File: config.mk
export PLATFORM = sky130hd
export DESIGN_NAME = fir_pipe
export DESIGN_NICKNAME = d
export VERILOG_FILES = /design/src/rtl/fir_pkg.sv /design/src/rtl/fir_mult.sv /design/src/rtl/fir_xchain.sv /design/src/rtl/fir_dtree.sv /design/src/rtl/fir_pipe.sv
export SDC_FILE = /design/constraint.sdc
export NUM_CORES = 1
export LEC_CHECK = 0
export CORE_ASPECT_RATIO = 1.25
export CORE_MARGIN = 1.5
export CORE_UTILIZATION = 57
export DETAILED_ROUTE_END_ITERATION = 8
export PLACE_DENSITY = 0.75
export SYNTH_ARGS = -nofsm -noshare
export SYNTH_HDL_FRONTEND = slang
export SYNTH_SLANG_ARGS = --single-unit
File: constraint.sdc
create_clock -name clk -period 4.7 [get_ports clk]
set_clock_uncertainty 0.15 [all_clocks]
set_input_delay 1.175 -clock clk [delete_from_list [all_inputs] [get_ports clk]]
set_output_delay 1.175 -clock clk [all_outputs]
set_load 0.01 [all_outputs]
File: src/rtl/fir_pkg.sv
package fir_pkg;

    // Structure selector for the summation network.
    typedef enum logic {
        FORM_DIRECT     = 1'b0,
        FORM_TRANSPOSED = 1'b1
    } fir_form_e;

    // Register stages inside one multiplier.
    function automatic int mult_stages(input bit fine);
        return fine ? 2 : 1;
    endfunction

    // Edges from capture of a sample to its result on the output.
    function automatic int fir_latency(input fir_form_e form, input bit fine, input int ntaps);
        if (form == FORM_TRANSPOSED)
            return mult_stages(fine) + 2;
        return 1 + mult_stages(fine) + $clog2(ntaps);
    endfunction

endpackage

File: src/rtl/fir_mult.sv
module fir_mult #(
    parameter int               DATA_W = 8,
    parameter int               COEF_W = 8,
    parameter logic [COEF_W-1:0] COEF  = '0,
    parameter bit               FINE   = 1'b0
) (
    input  logic                            clk,
    input  logic                            rst,
    input  logic signed [DATA_W-1:0]        x,
    output logic signed [DATA_W+COEF_W-1:0] p
);
    localparam int PROD_W = DATA_W + COEF_W;
    localparam logic signed [COEF_W-1:0] C_S = COEF;

    if (FINE) begin : g_split
        localparam int LO_W = COEF_W / 2;
        localparam int HI_W = COEF_W - LO_W;
        localparam int PH_W = DATA_W + HI_W;
        localparam int PL_W = DATA_W + LO_W + 1;
        localparam logic signed [HI_W-1:0] C_HI = COEF[COEF_W-1 -: HI_W];
        localparam logic signed [LO_W:0]   C_LO = {1'b0, COEF[LO_W-1:0]};

        logic signed [PH_W-1:0] part_hi;
        logic signed [PL_W-1:0] part_lo;

        always_ff @(posedge clk) begin
            if (rst) begin
                part_hi <= '0;
                part_lo <= '0;
                p       <= '0;
            end else begin
                part_hi <= PH_W'(x) * PH_W'(C_HI);
                part_lo <= PL_W'(x) * PL_W'(C_LO);
                p       <= (PROD_W'(part_hi) <<< LO_W) + PROD_W'(part_lo);
            end
        end

        // Age since reset, saturating; guards the two-deep look-back.
        logic [1:0] age;
        always_ff @(posedge clk) begin
            if (rst)            age <= '0;
            else if (age != 2'd3) age <= age + 2'd1;
        end

        assert_split_product_R5: assert property (@(posedge clk) disable iff (rst)
            (age >= 2'd2) |-> (p == PROD_W'($past(x, 2)) * PROD_W'(C_S)));
    end else begin : g_plain
        always_ff @(posedge clk) begin
            if (rst) p <= '0;
            else     p <= PROD_W'(x) * PROD_W'(C_S);
        end

        assert_zero_product_R1: assert property (@(posedge clk) disable iff (rst)
            (x == '0) |=> (p == '0));
    end

endmodule

File: src/rtl/fir_xchain.sv
module fir_xchain #(
    parameter int NTAPS  = 4,
    parameter int PROD_W = 16,
    parameter int ACC_W  = 18
) (
    input  logic                    clk,
    input  logic                    rst,
    input  logic signed [PROD_W-1:0] prod [NTAPS],
    output logic signed [ACC_W-1:0]  acc
);
    // z[k] holds sum of b_j*x for j >= k, each one edge older per step.
    logic signed [ACC_W-1:0] z [NTAPS];

    always_ff @(posedge clk) begin
        if (rst) begin
            for (int k = 0; k < NTAPS; k++) z[k] <= '0;
        end else begin
            for (int k = 0; k < NTAPS - 1; k++)
                z[k] <= ACC_W'(prod[k]) + z[k+1];
            z[NTAPS-1] <= ACC_W'(prod[NTAPS-1]);
        end
    end

    assign acc = z[0];

endmodule

File: src/rtl/fir_dtree.sv
module fir_dtree #(
    parameter int NTAPS  = 4,
    parameter int PROD_W = 16,
    parameter int ACC_W  = 18
) (
    input  logic                    clk,
    input  logic                    rst,
    input  logic signed [PROD_W-1:0] prod [NTAPS],
    output logic signed [ACC_W-1:0]  acc
);
    localparam int LVLS = $clog2(NTAPS);
    localparam int W    = 1 << LVLS;

    logic signed [ACC_W-1:0] leaf [W];
    logic signed [ACC_W-1:0] node [LVLS][W];

    always_comb begin
        for (int j = 0; j < NTAPS; j++) leaf[j] = ACC_W'(prod[j]);
        for (int j = NTAPS; j < W; j++) leaf[j] = '0;
    end

    // One adder per level, one register per level.
    always_ff @(posedge clk) begin
        if (rst) begin
            for (int l = 0; l < LVLS; l++)
                for (int j = 0; j < W; j++) node[l][j] <= '0;
        end else begin
            for (int j = 0; j < W / 2; j++)
                node[0][j] <= leaf[2*j] + leaf[2*j+1];
            for (int l = 1; l < LVLS; l++)
                for (int j = 0; j < (W >> (l + 1)); j++)
                    node[l][j] <= node[l-1][2*j] + node[l-1][2*j+1];
        end
    end

    assign acc = node[LVLS-1][0];

endmodule

File: src/rtl/fir_pipe.sv
module fir_pipe
    import fir_pkg::*;
#(
    parameter int                      DATA_W = 8,
    parameter int                      COEF_W = 8,
    parameter int                      NTAPS  = 4,
    parameter int                      OUT_W  = 16,
    parameter logic [NTAPS*COEF_W-1:0] COEFS  = 32'h8043_D317,
    parameter fir_form_e               FORM   = FORM_TRANSPOSED,
    parameter bit                      FINE   = 1'b0
) (
    input  logic                     clk,
    input  logic                     rst,
    input  logic                     din_vld,
    input  logic signed [DATA_W-1:0] din,
    output logic                     dout_vld,
    output logic signed [OUT_W-1:0]  dout
);
    localparam int PROD_W = DATA_W + COEF_W;
    localparam int ACC_W  = DATA_W + COEF_W + 2;
    localparam int SHIFT  = ACC_W - OUT_W;
    localparam int LAT    = fir_latency(FORM, FINE, NTAPS);
    localparam int SETTLE = LAT + NTAPS - 1;

    logic signed [DATA_W-1:0] x_in;
    logic signed [DATA_W-1:0] tap_x [NTAPS];
    logic signed [PROD_W-1:0] prod  [NTAPS];
    logic signed [ACC_W-1:0]  acc;
    logic [LAT-1:0]           vsr;

    // Input register: an unqualified cycle enters zero.
    always_ff @(posedge clk) begin
        if (rst) x_in <= '0;
        else     x_in <= din_vld ? din : '0;
    end

    for (genvar k = 0; k < NTAPS; k++) begin : g_tap
        fir_mult #(
            .DATA_W(DATA_W),
            .COEF_W(COEF_W),
            .COEF  (COEFS[k*COEF_W +: COEF_W]),
            .FINE  (FINE)
        ) u_mult (
            .clk(clk),
            .rst(rst),
            .x  (tap_x[k]),
            .p  (prod[k])
        );
    end

    if (FORM == FORM_TRANSPOSED) begin : g_xpose
        always_comb begin
            for (int k = 0; k < NTAPS; k++) tap_x[k] = x_in;
        end

        fir_xchain #(.NTAPS(NTAPS), .PROD_W(PROD_W), .ACC_W(ACC_W)) u_sum (
            .clk (clk),
            .rst (rst),
            .prod(prod),
            .acc (acc)
        );
    end else begin : g_direct
        logic signed [DATA_W-1:0] dly [NTAPS-1];

        always_ff @(posedge clk) begin
            if (rst) begin
                for (int j = 0; j < NTAPS - 1; j++) dly[j] <= '0;
            end else begin
                dly[0] <= x_in;
                for (int j = 1; j < NTAPS - 1; j++) dly[j] <= dly[j-1];
            end
        end

        always_comb begin
            tap_x[0] = x_in;
            for (int k = 1; k < NTAPS; k++) tap_x[k] = dly[k-1];
        end

        fir_dtree #(.NTAPS(NTAPS), .PROD_W(PROD_W), .ACC_W(ACC_W)) u_sum (
            .clk (clk),
            .rst (rst),
            .prod(prod),
            .acc (acc)
        );
    end

    // Valid flag travels alongside the data.
    always_ff @(posedge clk) begin
        if (rst) vsr <= '0;
        else     vsr <= {vsr[LAT-2:0], din_vld};
    end

    assign dout_vld = vsr[LAT-1];
    assign dout     = OUT_W'(acc >>> SHIFT);

    // ---------------------------------------------------------------
    // Checking aids: edges since reset and run of zero samples.
    int unsigned since_rst;
    int unsigned zero_run;

    always_ff @(posedge clk) begin
        if (rst) begin
            since_rst <= 0;
            zero_run  <= 0;
        end else begin
            if (since_rst < LAT + 1) since_rst <= since_rst + 1;
            if (din_vld && din != '0) zero_run <= 0;
            else if (zero_run < SETTLE + 1) zero_run <= zero_run + 1;
        end
    end

    assert_vld_delay_R6: assert property (@(posedge clk) disable iff (rst)
        (since_rst >= LAT) |-> (dout_vld == $past(din_vld, LAT)));

    assert_reset_clear_R7: assert property (@(posedge clk)
        $past(rst) |-> (dout == '0 && !dout_vld));

    assert_zero_settle_R9: assert property (@(posedge clk) disable iff (rst)
        (zero_run >= SETTLE) |-> (dout == '0));

endmodule

==> flow_metrics.py, run 1 <==
metrics = {
    "floorplan": {
        "chipHeight_microns": 133,
        "initial_utilization": 0.583,
        "die_w_microns": 107,
        "pin_count": 28,
        "die_area_sq_um": 14300,
        "design.core.area_sq_um": 13200,
        "placementRows": 47,
    },
    "hold_path": {
        "worstHoldStart": "g_tap[3].u_mult.p[15]",
        "worst_hold_path.endpoint": "g_xpose.u_sum.z[0][70]",
        "hold_depth": 1,
        "min_path_type": "flip-flop to flip-flop",
    },
    "run": {
        "max_cap_viol_count": 0,
    },
    "clock_tree": {
        "clock_sinks": 116,
        "cts_setup_buffers": 0,
        "ctsHoldBuffers": 0,
        "h-tree-depth": 4,
        "tritoncts": "built",
        "root_buffer": "clkbuf_16",
        "clockBufferDepth": 2,
        "cts_resized": 0,
        "clk_latency_ns": 0.41,
        "clk_pin_slew_ns": 0.06,
        "cts_inserted_buffers": 17,
    },
    "final_layout": {
        "fin_area_sq_um": 8680,
        "final_layout_size_suffix_gt1_frac": 0.0586,
        "antennaDiodeCount": 0,
        "layout.nets": 1005,
        "syn_to_final_growth_pct": 12.4,
    },
    "worst_setup_path": {
        "slowest_delay_ns": 0.50,
        "crit_path_max_fanout": 6,
        "path_cells": "inv_1 > ha_1 > fa_1 > fa_1 > fa_1 > ha_1 > or2_2 > o31a_1 > a31oi_1 > o21ai_1 > mux2_1",
        "arrival_ns": 4.26,
        "reg2reg_slack_ns": 0.58,
        "cpLargestDelayFamily": "adder cells",
        "crit_type": "flip-flop to flip-flop",
        "crit_path_end_kind": "flip-flop",
        "path_common_cell": "fa_1",
        "cp_num_buf_inv": 1,
        "worst_setup_path_start_kind": "flip-flop",
        "reg2regPathDepth": 11,
        "timing.rr.start": "x_in[1]",
        "cp.required_ns": 4.84,
        "r2r_end": "g_tap[1].u_mult.p[14]",
        "slowest_stage": "fa_1",
    },
    "placed_design": {
        "port_buffers": 27,
        "globalplace.congestion": 0.977,
        "dp_hpwl_microns": 12700,
        "post_dp_cell_area_sq_um": 8060,
    },
    "timing": {
        "post-route-min-period_ns": 4.12,
        "fmax_mhz": 243,
        "finalHoldViolations": 0,
        "max-slew-margin-rel": 0.436,
        "rsz0062_at_grt": "no",
        "timing.final.crit_share": 0.876,
        "tightest_slew_ns": 0.847,
        "drv_slew": 0,
        "setup_viol": 0,
        "worst_hold_slack_ns": 0.289,
        "tns_ns": 0,
    },
    "global_route": {
        "overflow": 0,
        "grt_max_degree": 88,
        "grt.total_usage": 0.251,
        "antenna_found_initial": 0,
        "grt_first_pass_wirelength_microns": 27700,
        "grt_pass1_vias": 5889,
    },
    "pwr": {
        "power.total_mw": 3.23,
        "irDropWorstVdd_uv": 219,
        "power_density_nw_per_um2": 372,
        "p_leak_nw": 4.12,
    },
    "synth": {
        "synth_seq_area_share": 0.301,
        "synth_edf_count": 0,
        "syn_area_sq_um": 7720,
        "avgSynthCellArea_sq_um": 9.39,
        "synthFlopType": "dfxtp_1",
        "syn_inst": 822,
        "async_reset_ff_frac": 0,
        "yosys_warnings": 0,
        "ys_seq_elements": 116,
        "syn-num-nets": 985,
        "synth.distinct_cells": 56,
    },
    "detailed_routing": {
        "drt_iter0_markers": 234,
        "first_pass_iters": 5,
        "vias_per_cell": 5.62,
        "ant_nets": 0,
        "vias": 5759,
        "route.detailed.drc": 0,
        "drt_wl_total_microns": 16600,
        "routedWlPerCell_microns": 16.2,
    },
    "status": {
        "outcome": "completed",
    },
}
==> logic make-up (layout without fill, tap and decap cells) <==
family	Yosys count	count (layout)	share of synthesized area
adders and majority gates	152	152	0.272
buffers and inverters	90	121	0.0515
AOI/OAI and AO/OA	170	170	0.147
DFF	116	116	0.301
and+or+nand+nor	224	224	0.145
xor gates and xnor gates	55	55	0.0624
muxes	15	15	0.0214
==> power breakdown <==
group | internal [mW] | total [mW] | switching (mW)
logic | 0.337 | 0.739 | 0.402
clock network | 0.908 | 1.35 | 0.447
registers | 1.09 | 1.13 | 0.0434
total | 2.33 | 3.23 | 0.892
==> cell usage in the layout, fill, tap and decap left out, types with 24 or more instances in the layout <==
cell,count
a21oi_1,41
xnor2_1,39
dfxtp_1,116
nor3_1,24
nor2b_1,42
fa_1,26
nor2_1,83
a21o_1,24
ha_1,126
clkdlybuf4s50_1,26
inv_1,59
==> layout make-up <==
type,count,area (sq um)
Timing Repair Buffer,32,305
Sequential cell,116,2320
Multi-Input combinational cell,616,5000
Clock buffer,21,460
Fill cell,1048,4550
Inverter,59,221
Tap cell,171,214
Clock inverter,9,154
==> how the worst max path moves through the flow <==
stage | end | cells past startpoint | startpoint | slack [ns]
finish | g_tap[1].u_mult.p[14] | 11 | x_in[1] | 0.58
detailed placement | g_tap[1].u_mult.p[13] | 10 | x_in[1] | 0.61
global placement | g_tap[1].u_mult.p[14] | 11 | x_in[1] | 0.71
floorplan | g_tap[1].u_mult.p[14] | 11 | x_in[1] | 0.89
global route | g_tap[1].u_mult.p[14] | 11 | x_in[1] | 0.43
CTS | g_tap[1].u_mult.p[13] | 10 | x_in[1] | 0.58
==> routing by layer <==
metal | vias to the layer above | wire (microns) | track usage
met5 | - | 0 | 0
met4 | 0 | 874 | 0.136
met3 | 54 | 606 | 0.0484
met2 | 145 | 8240 | 0.443
met1 | 2697 | 6870 | 0.280
li1 | 2863 | - | -
==> sequential cells by signal (all words and copies together), names as in the netlist <==
register and cells:
x_in 8, vsr 3, g_tap.u_mult.p 46, g_xpose.u_sum.z 59
==> Yosys cell counts, types with 3 or more instances <==
library cell	count	area share
and3_1	3	0.0024
o31ai_1	5	0.0049
nand2_1	22	0.011
nand2b_1	5	0.0041
xor2_1	16	0.018
or2_2	4	0.0032
nor3b_1	6	0.0058
nor3_1	24	0.016
a21oi_1	41	0.027
mux2_2	6	0.0088
nor2_1	83	0.040
ha_1	126	0.20
nand4_1	5	0.0041
inv_1	59	0.029
mux2_1	6	0.0088
fa_1	26	0.067
buf_4	16	0.016
a21o_1	24	0.023
o21ai_1	12	0.0078
o31a_1	5	0.0057
xnor2_1	39	0.044
and2_1	10	0.0081
o21bai_1	7	0.0068
or3_1	3	0.0024
o21a_1	13	0.013
nor2b_1	42	0.034
o22ai_1	3	0.0024
a211oi_1	9	0.0088
buf_1	5	0.0024
dfxtp_1	116	0.30
nand3_1	10	0.0065
o21ai_0	17	0.011
mux2i_1	3	0.0039
o211ai_1	5	0.0049
a2111oi_0	3	0.0034
a31oi_1	8	0.0065
a221oi_2	3	0.0058
clkbuf_1	10	0.0049
==> metrics by stage <==
stage                     cells  utilization  setup WS (ns)
final                      1024        0.656          0.581
after global routing       1024        0.656          0.428
after CTS                  1024        0.656          0.579
after detailed placement    994        0.609          0.607
after global placement      994        0.609          0.705
after floorplan             822            -          0.891
(Power assumes the default switching activity.)
==> run 2: changes to the inputs <==
--- a/config.mk
+++ b/config.mk
@@ -9,7 +9,9 @@
 export CORE_MARGIN = 1.5
 export CORE_UTILIZATION = 57
 export DETAILED_ROUTE_END_ITERATION = 8
+export MAX_ROUTING_LAYER = met4
 export PLACE_DENSITY = 0.75
+export SKIP_LAST_GASP = 1
 export SYNTH_ARGS = -nofsm -noshare
 export SYNTH_HDL_FRONTEND = slang
 export SYNTH_SLANG_ARGS = --single-unit
==> run 2 against run 1 <==
Compared with the run above:
- global-route usage increased by 1.2 points
- clock power about the same
- die area unchanged
- worst hold slack got worse by 0.0042 ns
- register-to-register slack about the same
- critical endpoint unchanged
==> flow_metrics.py, run 2 (synthesis gave the netlist of run 1 again) <==
metrics = {
    "status": {
        "outcome": "completed",
    },
    "pwr": {
        "switching_power_mw": 0.925,
        "p_leak_nw": 4.11,
        "p_seq_frac": 0.349,
        "pwr-share-clk": 0.421,
        "combPwrFrac": 0.230,
        "swShare": 0.287,
        "power_density_nw_per_um2": 371,
        "irDropWorstVdd_uv": 213,
        "p_int_mw": 2.30,
        "power.total_mw": 3.23,
    },
    "final_layout": {
        "fill_cells": 1088,
        "instances_no_fill": 1026,
        "syn_to_final_growth_pct": 12.5,
        "layout.area.seq_sq_um": 2320,
        "mostFrequentLayoutCell": "ha_1",
        "multiInputGateArea_sq_um": 5000,
        "top_register": "g_xpose.u_sum.z",
        "antennaDiodeCount": 0,
        "final_cell_mix": "126 x ha_1, 116 x dfxtp_1, 83 x nor2_1, 59 x inv_1, 42 x nor2b_1",
        "reg_top3": "g_xpose.u_sum.z (59), g_tap.u_mult.p (46), x_in (8)",
        "layout.nets": 1005,
        "final_layout_size_suffix_gt1_frac": 0.0620,
        "largest_reg_flops": 59,
    },
    "floorplan": {
        "die_area_sq_um": 14300,
        "die_w_microns": 107,
        "pin_count": 28,
        "chipHeight_microns": 133,
        "design.core.area_sq_um": 13200,
        "initial_utilization": 0.583,
        "placementRows": 47,
    },
    "clock_tree": {
        "ctsHoldBuffers": 0,
        "root_buffer": "clkbuf_16",
        "h-tree-depth": 4,
        "clk_pin_slew_ns": 0.06,
        "clk_latency_ns": 0.41,
        "cts_resized": 0,
        "cts_inserted_buffers": 17,
        "tritoncts": "built",
        "clock_sinks": 116,
        "cts_setup_buffers": 0,
        "clockBufferDepth": 2,
    },
    "worst_setup_path": {
        "reg2regPathDepth": 11,
        "cp.required_ns": 4.84,
        "reg2reg_slack_ns": 0.57,
        "critPathCapture": "g_tap[1].u_mult.p[14]",
        "crit_path_max_fanout": 6,
        "crit_type": "flip-flop to flip-flop",
        "path_cells": "inv_1 > ha_1 > fa_1 > fa_1 > fa_1 > ha_1 > or2_2 > o31a_1 > a31oi_1 > o21ai_1 > mux2_1",
        "crit_start": "x_in[1]",
        "path_common_cell": "fa_1",
        "slowest_stage": "fa_1",
        "worst_setup_path_start_kind": "flip-flop",
        "r2r_end": "g_tap[1].u_mult.p[14]",
        "crit_path_end_kind": "flip-flop",
        "slowest_delay_ns": 0.51,
        "timing.rr.start": "x_in[1]",
        "arrival_ns": 4.27,
    },
    "global_route": {
        "grt_first_pass_wirelength_microns": 28300,
        "grt_pass1_vias": 5985,
        "antenna_found_initial": 0,
        "grt.total_usage": 0.263,
        "grt_max_degree": 86,
        "overflow": 0,
    },
    "detailed_routing": {
        "route.detailed.drc": 0,
        "ant_nets": 0,
        "drt_iter0_markers": 303,
        "routedWlPerCell_microns": 16.6,
        "vias": 5775,
        "vias_per_cell": 5.63,
        "drt_wl_total_microns": 17000,
        "first_pass_iters": 4,
    },
    "timing": {
        "timing.final.crit_share": 0.879,
        "finalHoldViolations": 0,
        "setup_viol": 0,
        "tightest_slew_ns": 0.893,
        "fmax_mhz": 242,
        "rsz0062_at_grt": "no",
        "max-slew-margin-rel": 0.405,
        "drv_slew": 0,
        "post-route-min-period_ns": 4.13,
        "tns_ns": 0,
    },
    "placed_design": {
        "globalplace.congestion": 0.943,
        "placed_cells": 994,
        "port_buffers": 27,
        "dp_hpwl_microns": 12900,
    },
    "run": {
        "max_cap_viol_count": 0,
    },
    "hold_path": {
        "min_path_type": "flip-flop to flip-flop",
    },
}
-- run 2: cell count changes in the layout (fill, tap and decap cells not counted), sizes merged --
cell | before | now
bufinv | 4 | 3
clkinvlp | 2 | 5
clkinv | 3 | 2
inv | 59 | 60
-- run 2: metrics by stage --
| step | hold slack, ns | setup WS (ns) | utilization | instance area (sq um) |
|---|---|---|---|---|
| 2_1_floorplan | 0.264 | 0.891 | - | 7720 |
| 4_1_cts | 0.285 | 0.578 | 0.656 | 8680 |
| 6_report | 0.285 | 0.570 | 0.656 | 8680 |
| 3_5_place_dp | 0.272 | 0.619 | 0.609 | 8060 |
| 5_1_grt | 0.305 | 0.374 | 0.656 | 8680 |
| 3_3_place_gp | 0.267 | 0.674 | 0.609 | 8060 |
-- run 2: final cells by class --
type                       instances  area share
multi-input combinational        616       0.576
sequential                       116       0.267
clock buffer                      21      0.0542
timing repair buffer              32      0.0352
inverter                          59      0.0255
tap                              171      0.0246
clock inverter                    11      0.0173
-- run 2: power by group through the flow --
stage | Clock, mW | Combinational [mW] | Sequential (mW)
finish | 1.36 | 0.741 | 1.13
CTS | 1.37 | 0.737 | 1.13
detailed placement | 0 | 0.721 | 1.15
floorplan | 0 | 0.570 | 1.14
global route | 1.42 | 0.828 | 1.14
global placement | 0 | 0.703 | 1.15
-- run 2: worst min-delay path by stage --
stage                                startpoint                     end  slack [ns]  cells after the start
after floorplan            g_tap[2].u_mult.p[4]  g_xpose.u_sum.z[0][40]        0.26                      1
after global placement                   vsr[1]                  vsr[2]        0.27                      1
after detailed placement  g_tap[3].u_mult.p[11]  g_xpose.u_sum.z[0][65]        0.27                      1
after CTS                 g_tap[3].u_mult.p[11]  g_xpose.u_sum.z[0][65]        0.28                      1
after global routing      g_tap[3].u_mult.p[14]  g_xpose.u_sum.z[0][68]        0.31                      1
final                     g_tap[3].u_mult.p[14]  g_xpose.u_sum.z[0][68]        0.29                      1
-- run 2: per-layer routing --
| metal | global-route usage | wire length (microns) | up-vias |
|---|---|---|---|
| li1 | - | - | 2872 |
| met3 | 0.0465 | 393 | 35 |
| met5 | - | 0 | - |
| met2 | 0.468 | 8740 | 112 |
| met4 | 0.114 | 582 | 0 |
| met1 | 0.283 | 7270 | 2756 |
-- run 2: worst max-delay path, delay by kind of cell (launching register included) --
family | cells | cell delay (ns)
fa+ha+maj | 5 | 2.03
compound gates | 3 | 0.51
flops | 1 | 0.47
mux | 1 | 0.33
simple gates | 1 | 0.32
buf+inv | 1 | 0.20
==> run 3: changes to the inputs <==
--- a/config.mk
+++ b/config.mk
@@ -8,6 +8,7 @@
 export CORE_ASPECT_RATIO = 1.25
 export CORE_MARGIN = 1.5
 export CORE_UTILIZATION = 57
+export CTS_CLUSTER_SIZE = 25
 export DETAILED_ROUTE_END_ITERATION = 8
 export MAX_ROUTING_LAYER = met4
 export PLACE_DENSITY = 0.75
==> results of run 3 <==
No change in the layout: final DEF, timing and power equal those of run 2.
